## config.mk

```make
export PLATFORM = sky130hd
export DESIGN_NAME = gpio_sense_port
export DESIGN_NICKNAME = d
export VERILOG_FILES = /design/src/rtl/gpio_sense_pkg.sv /design/src/rtl/gpio_sync.sv /design/src/rtl/gpio_regfile.sv /design/src/rtl/gpio_sense_bank.sv /design/src/rtl/gpio_pending.sv /design/src/rtl/gpio_sense_port.sv
export SDC_FILE = /design/constraint.sdc
export NUM_CORES = 1
export LEC_CHECK = 0
export BUFFER_PORTS_ARGS = -buffer_cell sky130_fd_sc_hd__buf_2
export CORE_MARGIN = 2
export CORE_UTILIZATION = 45
export DETAILED_ROUTE_END_ITERATION = 12
export SKIP_CTS_REPAIR_TIMING = 1
export SYNTH_ARGS = -nofsm -noshare
export SYNTH_HDL_FRONTEND = slang
export SYNTH_HIERARCHICAL = 1
export SYNTH_SLANG_ARGS = --single-unit
```

## constraint.sdc

```tcl
create_clock -name clk -period 2 [get_ports clk]
set_input_delay 0.3 -clock clk [delete_from_list [all_inputs] [get_ports clk]]
set_output_delay 0.3 -clock clk [all_outputs]
set_load 0.01 [all_outputs]
```

## src/rtl/gpio_sense_pkg.sv

```systemverilog
package gpio_sense_pkg;

   // Byte offsets of the register window; software decodes these.
   localparam int OFS_OUTVAL   = 'h00;
   localparam int OFS_DIR      = 'h04;
   localparam int OFS_PADLVL   = 'h08;
   localparam int OFS_SENSE_LO = 'h0C;
   localparam int OFS_SENSE_HI = 'h10;
   localparam int OFS_ENABLE   = 'h14;
   localparam int OFS_PENDING  = 'h18;
   localparam int OFS_ANYEDGE  = 'h1C;

   localparam int SENSE_W = 2;

   typedef enum logic [SENSE_W-1:0] {
      SENSE_LOW  = 2'd0,
      SENSE_HIGH = 2'd1,
      SENSE_RISE = 2'd2,
      SENSE_FALL = 2'd3
   } sense_e;

endpackage

```

## src/rtl/gpio_sync.sv

```systemverilog
module gpio_sync #(
   parameter int WIDTH  = 32,
   parameter int STAGES = 2
) (
   input  logic             clk,
   input  logic             rst_n,
   input  logic [WIDTH-1:0] async_in,
   output logic [WIDTH-1:0] sync_out
);

   if (STAGES < 2) begin : g_bad_stages
      $error("gpio_sync: STAGES must be at least 2");
   end

   logic [WIDTH-1:0] stage_q [STAGES];

   always_ff @(posedge clk or negedge rst_n) begin
      if (!rst_n) begin
         for (int s = 0; s < STAGES; s++) stage_q[s] <= '0;
      end else begin
         stage_q[0] <= async_in;
         for (int s = 1; s < STAGES; s++) stage_q[s] <= stage_q[s-1];
      end
   end

   assign sync_out = stage_q[STAGES-1];

endmodule

```

## src/rtl/gpio_regfile.sv

```systemverilog
module gpio_regfile
   import gpio_sense_pkg::*;
#(
   parameter int NUM_PINS = 32,
   parameter int ADDR_W   = 5
) (
   input  logic                clk,
   input  logic                rst_n,
   input  logic                bus_wr,
   input  logic [ADDR_W-1:0]   bus_addr,
   input  logic [NUM_PINS-1:0] bus_wdata,
   output logic [NUM_PINS-1:0] bus_rdata,
   input  logic [NUM_PINS-1:0] pad_level,
   input  logic [NUM_PINS-1:0] pending,
   output logic [NUM_PINS-1:0] outval_q,
   output logic [NUM_PINS-1:0] dir_q,
   output logic [NUM_PINS-1:0] sense_lo_q,
   output logic [NUM_PINS-1:0] sense_hi_q,
   output logic [NUM_PINS-1:0] enable_q,
   output logic [NUM_PINS-1:0] anyedge_q,
   output logic [NUM_PINS-1:0] clr_mask
);

   localparam logic [ADDR_W-1:0] A_OUTVAL   = ADDR_W'(OFS_OUTVAL);
   localparam logic [ADDR_W-1:0] A_DIR      = ADDR_W'(OFS_DIR);
   localparam logic [ADDR_W-1:0] A_PADLVL   = ADDR_W'(OFS_PADLVL);
   localparam logic [ADDR_W-1:0] A_SENSE_LO = ADDR_W'(OFS_SENSE_LO);
   localparam logic [ADDR_W-1:0] A_SENSE_HI = ADDR_W'(OFS_SENSE_HI);
   localparam logic [ADDR_W-1:0] A_ENABLE   = ADDR_W'(OFS_ENABLE);
   localparam logic [ADDR_W-1:0] A_PENDING  = ADDR_W'(OFS_PENDING);
   localparam logic [ADDR_W-1:0] A_ANYEDGE  = ADDR_W'(OFS_ANYEDGE);

   logic hit_outval, hit_dir, hit_lo, hit_hi, hit_en, hit_pend, hit_any;

   assign hit_outval = (bus_addr == A_OUTVAL);
   assign hit_dir    = (bus_addr == A_DIR);
   assign hit_lo     = (bus_addr == A_SENSE_LO);
   assign hit_hi     = (bus_addr == A_SENSE_HI);
   assign hit_en     = (bus_addr == A_ENABLE);
   assign hit_pend   = (bus_addr == A_PENDING);
   assign hit_any    = (bus_addr == A_ANYEDGE);

   always_ff @(posedge clk or negedge rst_n) begin
      if (!rst_n) begin
         outval_q   <= '0;
         dir_q      <= '0;
         sense_lo_q <= '0;
         sense_hi_q <= '0;
         enable_q   <= '0;
         anyedge_q  <= '0;
      end else if (bus_wr) begin
         if (hit_outval) outval_q   <= bus_wdata;
         if (hit_dir)    dir_q      <= bus_wdata;
         if (hit_lo)     sense_lo_q <= bus_wdata;
         if (hit_hi)     sense_hi_q <= bus_wdata;
         if (hit_en)     enable_q   <= bus_wdata;
         if (hit_any)    anyedge_q  <= bus_wdata;
      end
   end

   // Write-one-to-clear request, consumed by the pending register.
   assign clr_mask = (bus_wr && hit_pend) ? bus_wdata : '0;

   always_comb begin
      bus_rdata = '0;
      if (hit_outval)                   bus_rdata = outval_q;
      else if (hit_dir)                 bus_rdata = dir_q;
      else if (bus_addr == A_PADLVL)    bus_rdata = pad_level;
      else if (hit_lo)                  bus_rdata = sense_lo_q;
      else if (hit_hi)                  bus_rdata = sense_hi_q;
      else if (hit_en)                  bus_rdata = enable_q;
      else if (hit_pend)                bus_rdata = pending;
      else if (hit_any)                 bus_rdata = anyedge_q;
   end

   AST_OUTVAL_READBACK: assert property (@(posedge clk) disable iff (!rst_n)
      (bus_wr && bus_addr == A_OUTVAL) |=> (outval_q == $past(bus_wdata)));

   AST_MISALIGNED_ZERO: assert property (@(posedge clk) disable iff (!rst_n)
      (bus_addr[1:0] != 2'b00) |-> (bus_rdata == '0));

   AST_MISALIGNED_NO_WRITE: assert property (@(posedge clk) disable iff (!rst_n)
      (bus_wr && bus_addr[1:0] != 2'b00) |=> $stable(outval_q) && $stable(enable_q));

endmodule

```

## src/rtl/gpio_sense_bank.sv

```systemverilog
module gpio_sense_bank
   import gpio_sense_pkg::*;
#(
   parameter int NUM_PINS = 32
) (
   input  logic                clk,
   input  logic                rst_n,
   input  logic [NUM_PINS-1:0] level,
   input  logic [NUM_PINS-1:0] sense_lo,
   input  logic [NUM_PINS-1:0] sense_hi,
   input  logic [NUM_PINS-1:0] anyedge,
   output logic [NUM_PINS-1:0] event_hit
);

   localparam int HALF = NUM_PINS / 2;

   logic [NUM_PINS-1:0] prev_q;

   always_ff @(posedge clk or negedge rst_n) begin
      if (!rst_n) prev_q <= '0;
      else        prev_q <= level;
   end

   for (genvar i = 0; i < NUM_PINS; i++) begin : g_pin
      logic [SENSE_W-1:0] code;
      if (i < HALF) begin : g_lo
         assign code = sense_lo[SENSE_W*i +: SENSE_W];
      end else begin : g_hi
         assign code = sense_hi[SENSE_W*(i-HALF) +: SENSE_W];
      end

      logic rise, fall;
      assign rise = level[i] & ~prev_q[i];
      assign fall = ~level[i] & prev_q[i];

      always_comb begin
         if (anyedge[i]) begin
            event_hit[i] = rise | fall;
         end else begin
            unique case (sense_e'(code))
               SENSE_LOW:  event_hit[i] = ~level[i];
               SENSE_HIGH: event_hit[i] = level[i];
               SENSE_RISE: event_hit[i] = rise;
               SENSE_FALL: event_hit[i] = fall;
               default:    event_hit[i] = 1'b0;
            endcase
         end
      end

      AST_ANYEDGE_SEES_BOTH: assert property (@(posedge clk) disable iff (!rst_n)
         (anyedge[i] && (level[i] != prev_q[i])) |-> event_hit[i]);

      AST_ANYEDGE_STEADY_QUIET: assert property (@(posedge clk) disable iff (!rst_n)
         (anyedge[i] && (level[i] == prev_q[i])) |-> !event_hit[i]);
   end

endmodule

```

## src/rtl/gpio_pending.sv

```systemverilog
module gpio_pending #(
   parameter int NUM_PINS = 32
) (
   input  logic                clk,
   input  logic                rst_n,
   input  logic [NUM_PINS-1:0] event_hit,
   input  logic [NUM_PINS-1:0] clr_mask,
   input  logic [NUM_PINS-1:0] enable,
   output logic [NUM_PINS-1:0] pending_q,
   output logic                irq_lo,
   output logic                irq_hi
);

   localparam int HALF = NUM_PINS / 2;

   logic [NUM_PINS-1:0] live;

   // A new event in the same cycle as a clear keeps the bit set.
   always_ff @(posedge clk or negedge rst_n) begin
      if (!rst_n) pending_q <= '0;
      else        pending_q <= (pending_q & ~clr_mask) | event_hit;
   end

   assign live   = pending_q & enable;
   assign irq_lo = |live[HALF-1:0];
   assign irq_hi = |live[NUM_PINS-1:HALF];

   AST_EVENT_LATCHES: assert property (@(posedge clk) disable iff (!rst_n)
      1'b1 |=> ((pending_q & $past(event_hit)) == $past(event_hit)));

   AST_CLEAR_TAKES: assert property (@(posedge clk) disable iff (!rst_n)
      1'b1 |=> ((pending_q & $past(clr_mask & ~event_hit)) == '0));

   AST_UNCLEARED_HOLD: assert property (@(posedge clk) disable iff (!rst_n)
      1'b1 |=> ((pending_q & $past(pending_q & ~clr_mask)) == $past(pending_q & ~clr_mask)));

endmodule

```

## src/rtl/gpio_sense_port.sv

```systemverilog
module gpio_sense_port
   import gpio_sense_pkg::*;
#(
   parameter int NUM_PINS    = 32,
   parameter int ADDR_W      = 5,
   parameter int SYNC_STAGES = 2
) (
   input  logic                clk,
   input  logic                rst_n,
   input  logic                bus_wr,
   input  logic [ADDR_W-1:0]   bus_addr,
   input  logic [NUM_PINS-1:0] bus_wdata,
   output logic [NUM_PINS-1:0] bus_rdata,
   input  logic [NUM_PINS-1:0] pad_in,
   output logic [NUM_PINS-1:0] pad_out,
   output logic [NUM_PINS-1:0] pad_oe,
   output logic                irq_lo,
   output logic                irq_hi
);

   localparam int CODES_PER_WORD = NUM_PINS / SENSE_W;

   if (NUM_PINS != 2 * CODES_PER_WORD || NUM_PINS % SENSE_W != 0) begin : g_bad_pins
      $error("gpio_sense_port: two sense words must cover exactly NUM_PINS pins");
   end
   if (ADDR_W < 5) begin : g_bad_addr
      $error("gpio_sense_port: ADDR_W must reach offset 0x1C");
   end

   logic [NUM_PINS-1:0] level;
   logic [NUM_PINS-1:0] pending;
   logic [NUM_PINS-1:0] outval, dir, sense_lo, sense_hi, enable, anyedge;
   logic [NUM_PINS-1:0] clr_mask, event_hit;

   gpio_sync #(.WIDTH(NUM_PINS), .STAGES(SYNC_STAGES)) u_sync (
      .clk      (clk),
      .rst_n    (rst_n),
      .async_in (pad_in),
      .sync_out (level)
   );

   gpio_regfile #(.NUM_PINS(NUM_PINS), .ADDR_W(ADDR_W)) u_regs (
      .clk        (clk),
      .rst_n      (rst_n),
      .bus_wr     (bus_wr),
      .bus_addr   (bus_addr),
      .bus_wdata  (bus_wdata),
      .bus_rdata  (bus_rdata),
      .pad_level  (level),
      .pending    (pending),
      .outval_q   (outval),
      .dir_q      (dir),
      .sense_lo_q (sense_lo),
      .sense_hi_q (sense_hi),
      .enable_q   (enable),
      .anyedge_q  (anyedge),
      .clr_mask   (clr_mask)
   );

   gpio_sense_bank #(.NUM_PINS(NUM_PINS)) u_bank (
      .clk       (clk),
      .rst_n     (rst_n),
      .level     (level),
      .sense_lo  (sense_lo),
      .sense_hi  (sense_hi),
      .anyedge   (anyedge),
      .event_hit (event_hit)
   );

   gpio_pending #(.NUM_PINS(NUM_PINS)) u_pend (
      .clk       (clk),
      .rst_n     (rst_n),
      .event_hit (event_hit),
      .clr_mask  (clr_mask),
      .enable    (enable),
      .pending_q (pending),
      .irq_lo    (irq_lo),
      .irq_hi    (irq_hi)
   );

   assign pad_out = outval;
   assign pad_oe  = dir;

   AST_DISABLED_QUIET: assert property (@(posedge clk) disable iff (!rst_n)
      (enable == '0) |-> (!irq_lo && !irq_hi));

   AST_PENDING_NEEDS_CAUSE: assert property (@(posedge clk) disable iff (!rst_n)
      $rose(irq_hi) |-> (pending != '0));

endmodule

```

==> flow_summary.json <==
{
  "peakVddDrop_mv": 0.6891,
  "top_layer": "met4",
  "syn_inst": 1323,
  "synth_fp_nets": 1459,
  "vias": 11771,
  "portBuffers": 169,
  "violations": "negative setup slack",
  "synth_top_family_by_area": "multiplexers",
  "r2r-end": "u_pend/pending_q[20]",
  "synth_seq_area_share_pct": 50.23,
  "viasPerCell": 5.720,
  "muxShareOfSynthArea_pct": 17.83,
  "routedWlPerCell_um": 23.00,
  "worstPathArrival_ps": 1960,
  "syn_avg_cell_area_sq_um": 12.05,
  "worstRegToRegCells": 5,
  "num_rows": 68,
  "die_y_um": 192.2,
  "die_w_um": 192.2,
  "met2WireLength_mm": 23.00,
  "max_freq_mhz": 442.2,
  "yosysUniqueCellTypes": 41,
  "worstSetupPathType": "reg2out",
  "fill_cells": 2922,
  "synth_fa_ha_area_share_pct": 5.023,
  "slew_headroom_pct": 64.85,
  "initial_core_util_pct": 45.92,
  "cts_tree": "built",
  "finalCritPeriodShare_pct": 113.1,
  "fin_crit_ps": 2262,
  "cts_made_buffers": 38,
  "power_density_nw_per_um2": 955.5,
  "place_hpwl_mm": 31.95,
  "setup-tns-final_ps": -1634,
  "worstSkewPairLatency_ps": 530,
  "syn_area_sq_um": 15940,
  "p_leak_nw": 9.584,
  "outcome": "finished with violations",
  "rsz0062_at_grt": "true",
  "fin_cells": 2058,
  "rrSetupSlack_ps": 280,
  "hold_depth": 2,
  "synth_xor_area_share_pct": 0,
  "startpoint_type": "flip-flop",
  "drive_gt1_share_pct": 32.88,
  "h-tree-depth": 2,
  "cp.required_ps": 1700,
  "cts_sinks": 320,
  "multi_input_area_sq_um": 7301,
  "synth_seq_cells": 320,
  "seqCellArea_sq_um": 8050,
  "ant_nets": 0,
  "yosys.area_share.simple_pct": 6.405,
  "min_to": "u_regs/sense_hi_q[1]",
  "grt_pass1_wl_mm": 70.24,
  "root_buffer": "clkbuf_16",
  "hold_viol": 0,
  "drv_slew": 0,
  "setup_ws_ps": -261.5,
  "final_nets": 1714,
  "wl_met3_mm": 2.427,
  "drt_iter0_markers": 844,
  "path_clk_slew_ps": 60,
  "tightest_slew_ps": 513.9,
  "setup_violations": 20,
  "dieArea_sq_um": 36950,
  "grt_use_total_pct": 25.15,
  "grt_pass1_vias": 11656,
  "dp_slack_ps": -196.6,
  "first_pass_iters": 5,
  "timing.rr.start": "u_sync/sync_out[20]",
  "core_area_sq_um": 34710,
  "worstHoldStart": "bus_wdata[1]",
  "overflow": 0,
  "fin_skew_ps": 19.32,
  "finalWirelength_mm": 47.33,
  "grt_antenna_before_repair": 1,
  "grt_max_degree": 61,
  "syn_to_final_growth_pct": 25.96,
  "n_antenna_cell": 0,
  "yosysWarnings": 6,
  "cp_max_fo": 3,
  "maxCapViolCount": 0,
  "place_congestion": 0.8362,
  "cts_buffer_depth": 3,
  "pin_count": 170,
  "cp-end-kind": "output port",
  "remaining_drc_errors": 0,
  "hold_path.class": "in2reg",
  "wl_met1_mm": 20.79,
  "synth_compound_area_share_pct": 13.79,
  "place_inst": 1916
}
## Yosys cell counts (all sizes together)
| master | instances | area share, % |
|---|---|---|
| dfrtp | 320 | 50 |
| nor2b | 35 | 1.4 |
| a21oi | 56 | 1.8 |
| nor2 | 17 | 0.46 |
| nand2 | 38 | 0.93 |
| a2111oi | 32 | 1.9 |
| a221oi | 51 | 3.1 |
| buf | 78 | 3.2 |
| a21o | 32 | 1.5 |
| o221ai | 28 | 1.5 |
| and3 | 35 | 1.4 |
| a31oi | 4 | 0.16 |
| a22o | 36 | 2.0 |
| and2 | 3 | 0.12 |
| mux2 | 224 | 16 |
| nand3 | 1 | 0.031 |
| ha | 64 | 5.0 |
| nand4 | 2 | 0.078 |
| o21a | 4 | 0.19 |
| nand2b | 28 | 1.1 |
| nor3b | 18 | 0.88 |
| inv | 131 | 3.1 |
| clkbuf | 20 | 0.47 |
| mux2i | 32 | 2.0 |
| a32oi | 4 | 0.22 |
| o21ai | 8 | 0.25 |
| nor3 | 1 | 0.031 |
| a211o | 17 | 0.93 |
| a221o | 4 | 0.25 |
## per-layer routing
layer | vias up | GRT usage (%)
li1 | 5266 | -
met1 | 6089 | 34.54
met2 | 338 | 41.69
met3 | 78 | 3.928
met4 | 0 | 6.342
met5 | - | 0
## cell families (layout without fill, tap and decap cells)
family,Yosys count,count (layout)
buffers and inverters,229,509
DFF,320,320
adders and majority gates,64,64
and+or+nand+nor,178,178
AOI/OAI and AO/OA,276,276
muxes,256,256
## worst max-delay path by stage
stage / slack [ps] / depth (start not counted) / start / to
3_5_place_dp: -200 / 8 / bus_addr[2] / bus_rdata[9]
2_1_floorplan: 250 / 7 / bus_addr[2] / bus_rdata[0]
4_1_cts: -350 / 5 / u_regs/anyedge_q[24] / bus_rdata[24]
3_3_place_gp: -210 / 8 / bus_addr[2] / bus_rdata[9]
6_report: -260 / 5 / u_pend/pending_q[11] / bus_rdata[11]
5_1_grt: -300 / 5 / u_pend/pending_q[11] / bus_rdata[11]
## per-stage QoR
step                utilization (%)  hold WS (ps)  total power (W)  cell area (sq um)
CTS                           54.49        -301.0          0.01887              18920
global route                  57.84         78.24          0.02000              20080
global placement              50.63         248.1          0.01125              17580
floorplan                         -         4.409         0.009971              15940
finish                        57.84         85.22          0.01919              20080
detailed placement            50.63         254.5          0.01137              17580
## worst max-delay path: stages, from the launching register on
cell and delay, ps:
dfrtp_1 440, mux2_4 300, a32oi_2 140, a31oi_1 140, a221o_1 280, buf_2 140
## layout by cell type (no fill, tap or decap), types with 3 or more instances in the layout
cell type	count
dfrtp_1	286
buf_2	168
mux2_1	152
inv_1	130
buf_4	84
ha_1	64
mux2_2	49
clkbuf_16	40
a22o_1	35
nor2b_1	34
dfrtp_2	34
and3_1	34
dlygate4sd3_1	33
mux2i_1	32
a21o_1	32
a21oi_1	31
a221oi_2	30
nand2b_1	28
o221ai_1	27
a21oi_2	25
nand2_1	24
mux2_4	23
buf_12	22
a221oi_1	19
a2111oi_1	17
nor3b_1	17
a211o_1	17
nor2_1	15
a2111oi_0	15
nand2_2	13
o21ai_0	8
clkbuf_8	7
bufinv_16	7
clkbuf_1	7
o21a_1	4
a31oi_1	4
a221o_1	4
buf_6	4
clkinv_2	3
## state kept, by name, summed over array words and instances (netlist names)
| name | cells |
|---|---|
| u_bank/prev_q | 32 |
| u_pend/pending_q | 32 |
| u_regs/anyedge_q | 32 |
| u_regs/dir_q | 32 |
| u_regs/enable_q | 32 |
| u_regs/outval_q | 32 |
| u_regs/sense_hi_q | 32 |
| u_regs/sense_lo_q | 32 |
| u_sync/stage_q | 32 |
| u_sync/sync_out | 32 |
## report_power, final
part	total, W	internal, W	switching [W]
Combinational	0.00333	0.00178	0.00155
Clock	0.00745	0.00472	0.00273
Sequential	0.00841	0.00736	0.00105
Total	0.0192	0.0139	0.00533
## layout make-up
class                           instances  share of cell area [%]
Clock buffer                           53                   5.471
Timing Repair Buffer                  313                   11.59
Multi-Input combinational cell        774                   36.36
Sequential cell                       320                   40.09
Clock inverter                         12                   1.203
Inverter                              131                   2.449
Tap cell                              455                   2.835
(Power assumes the default switching activity.)
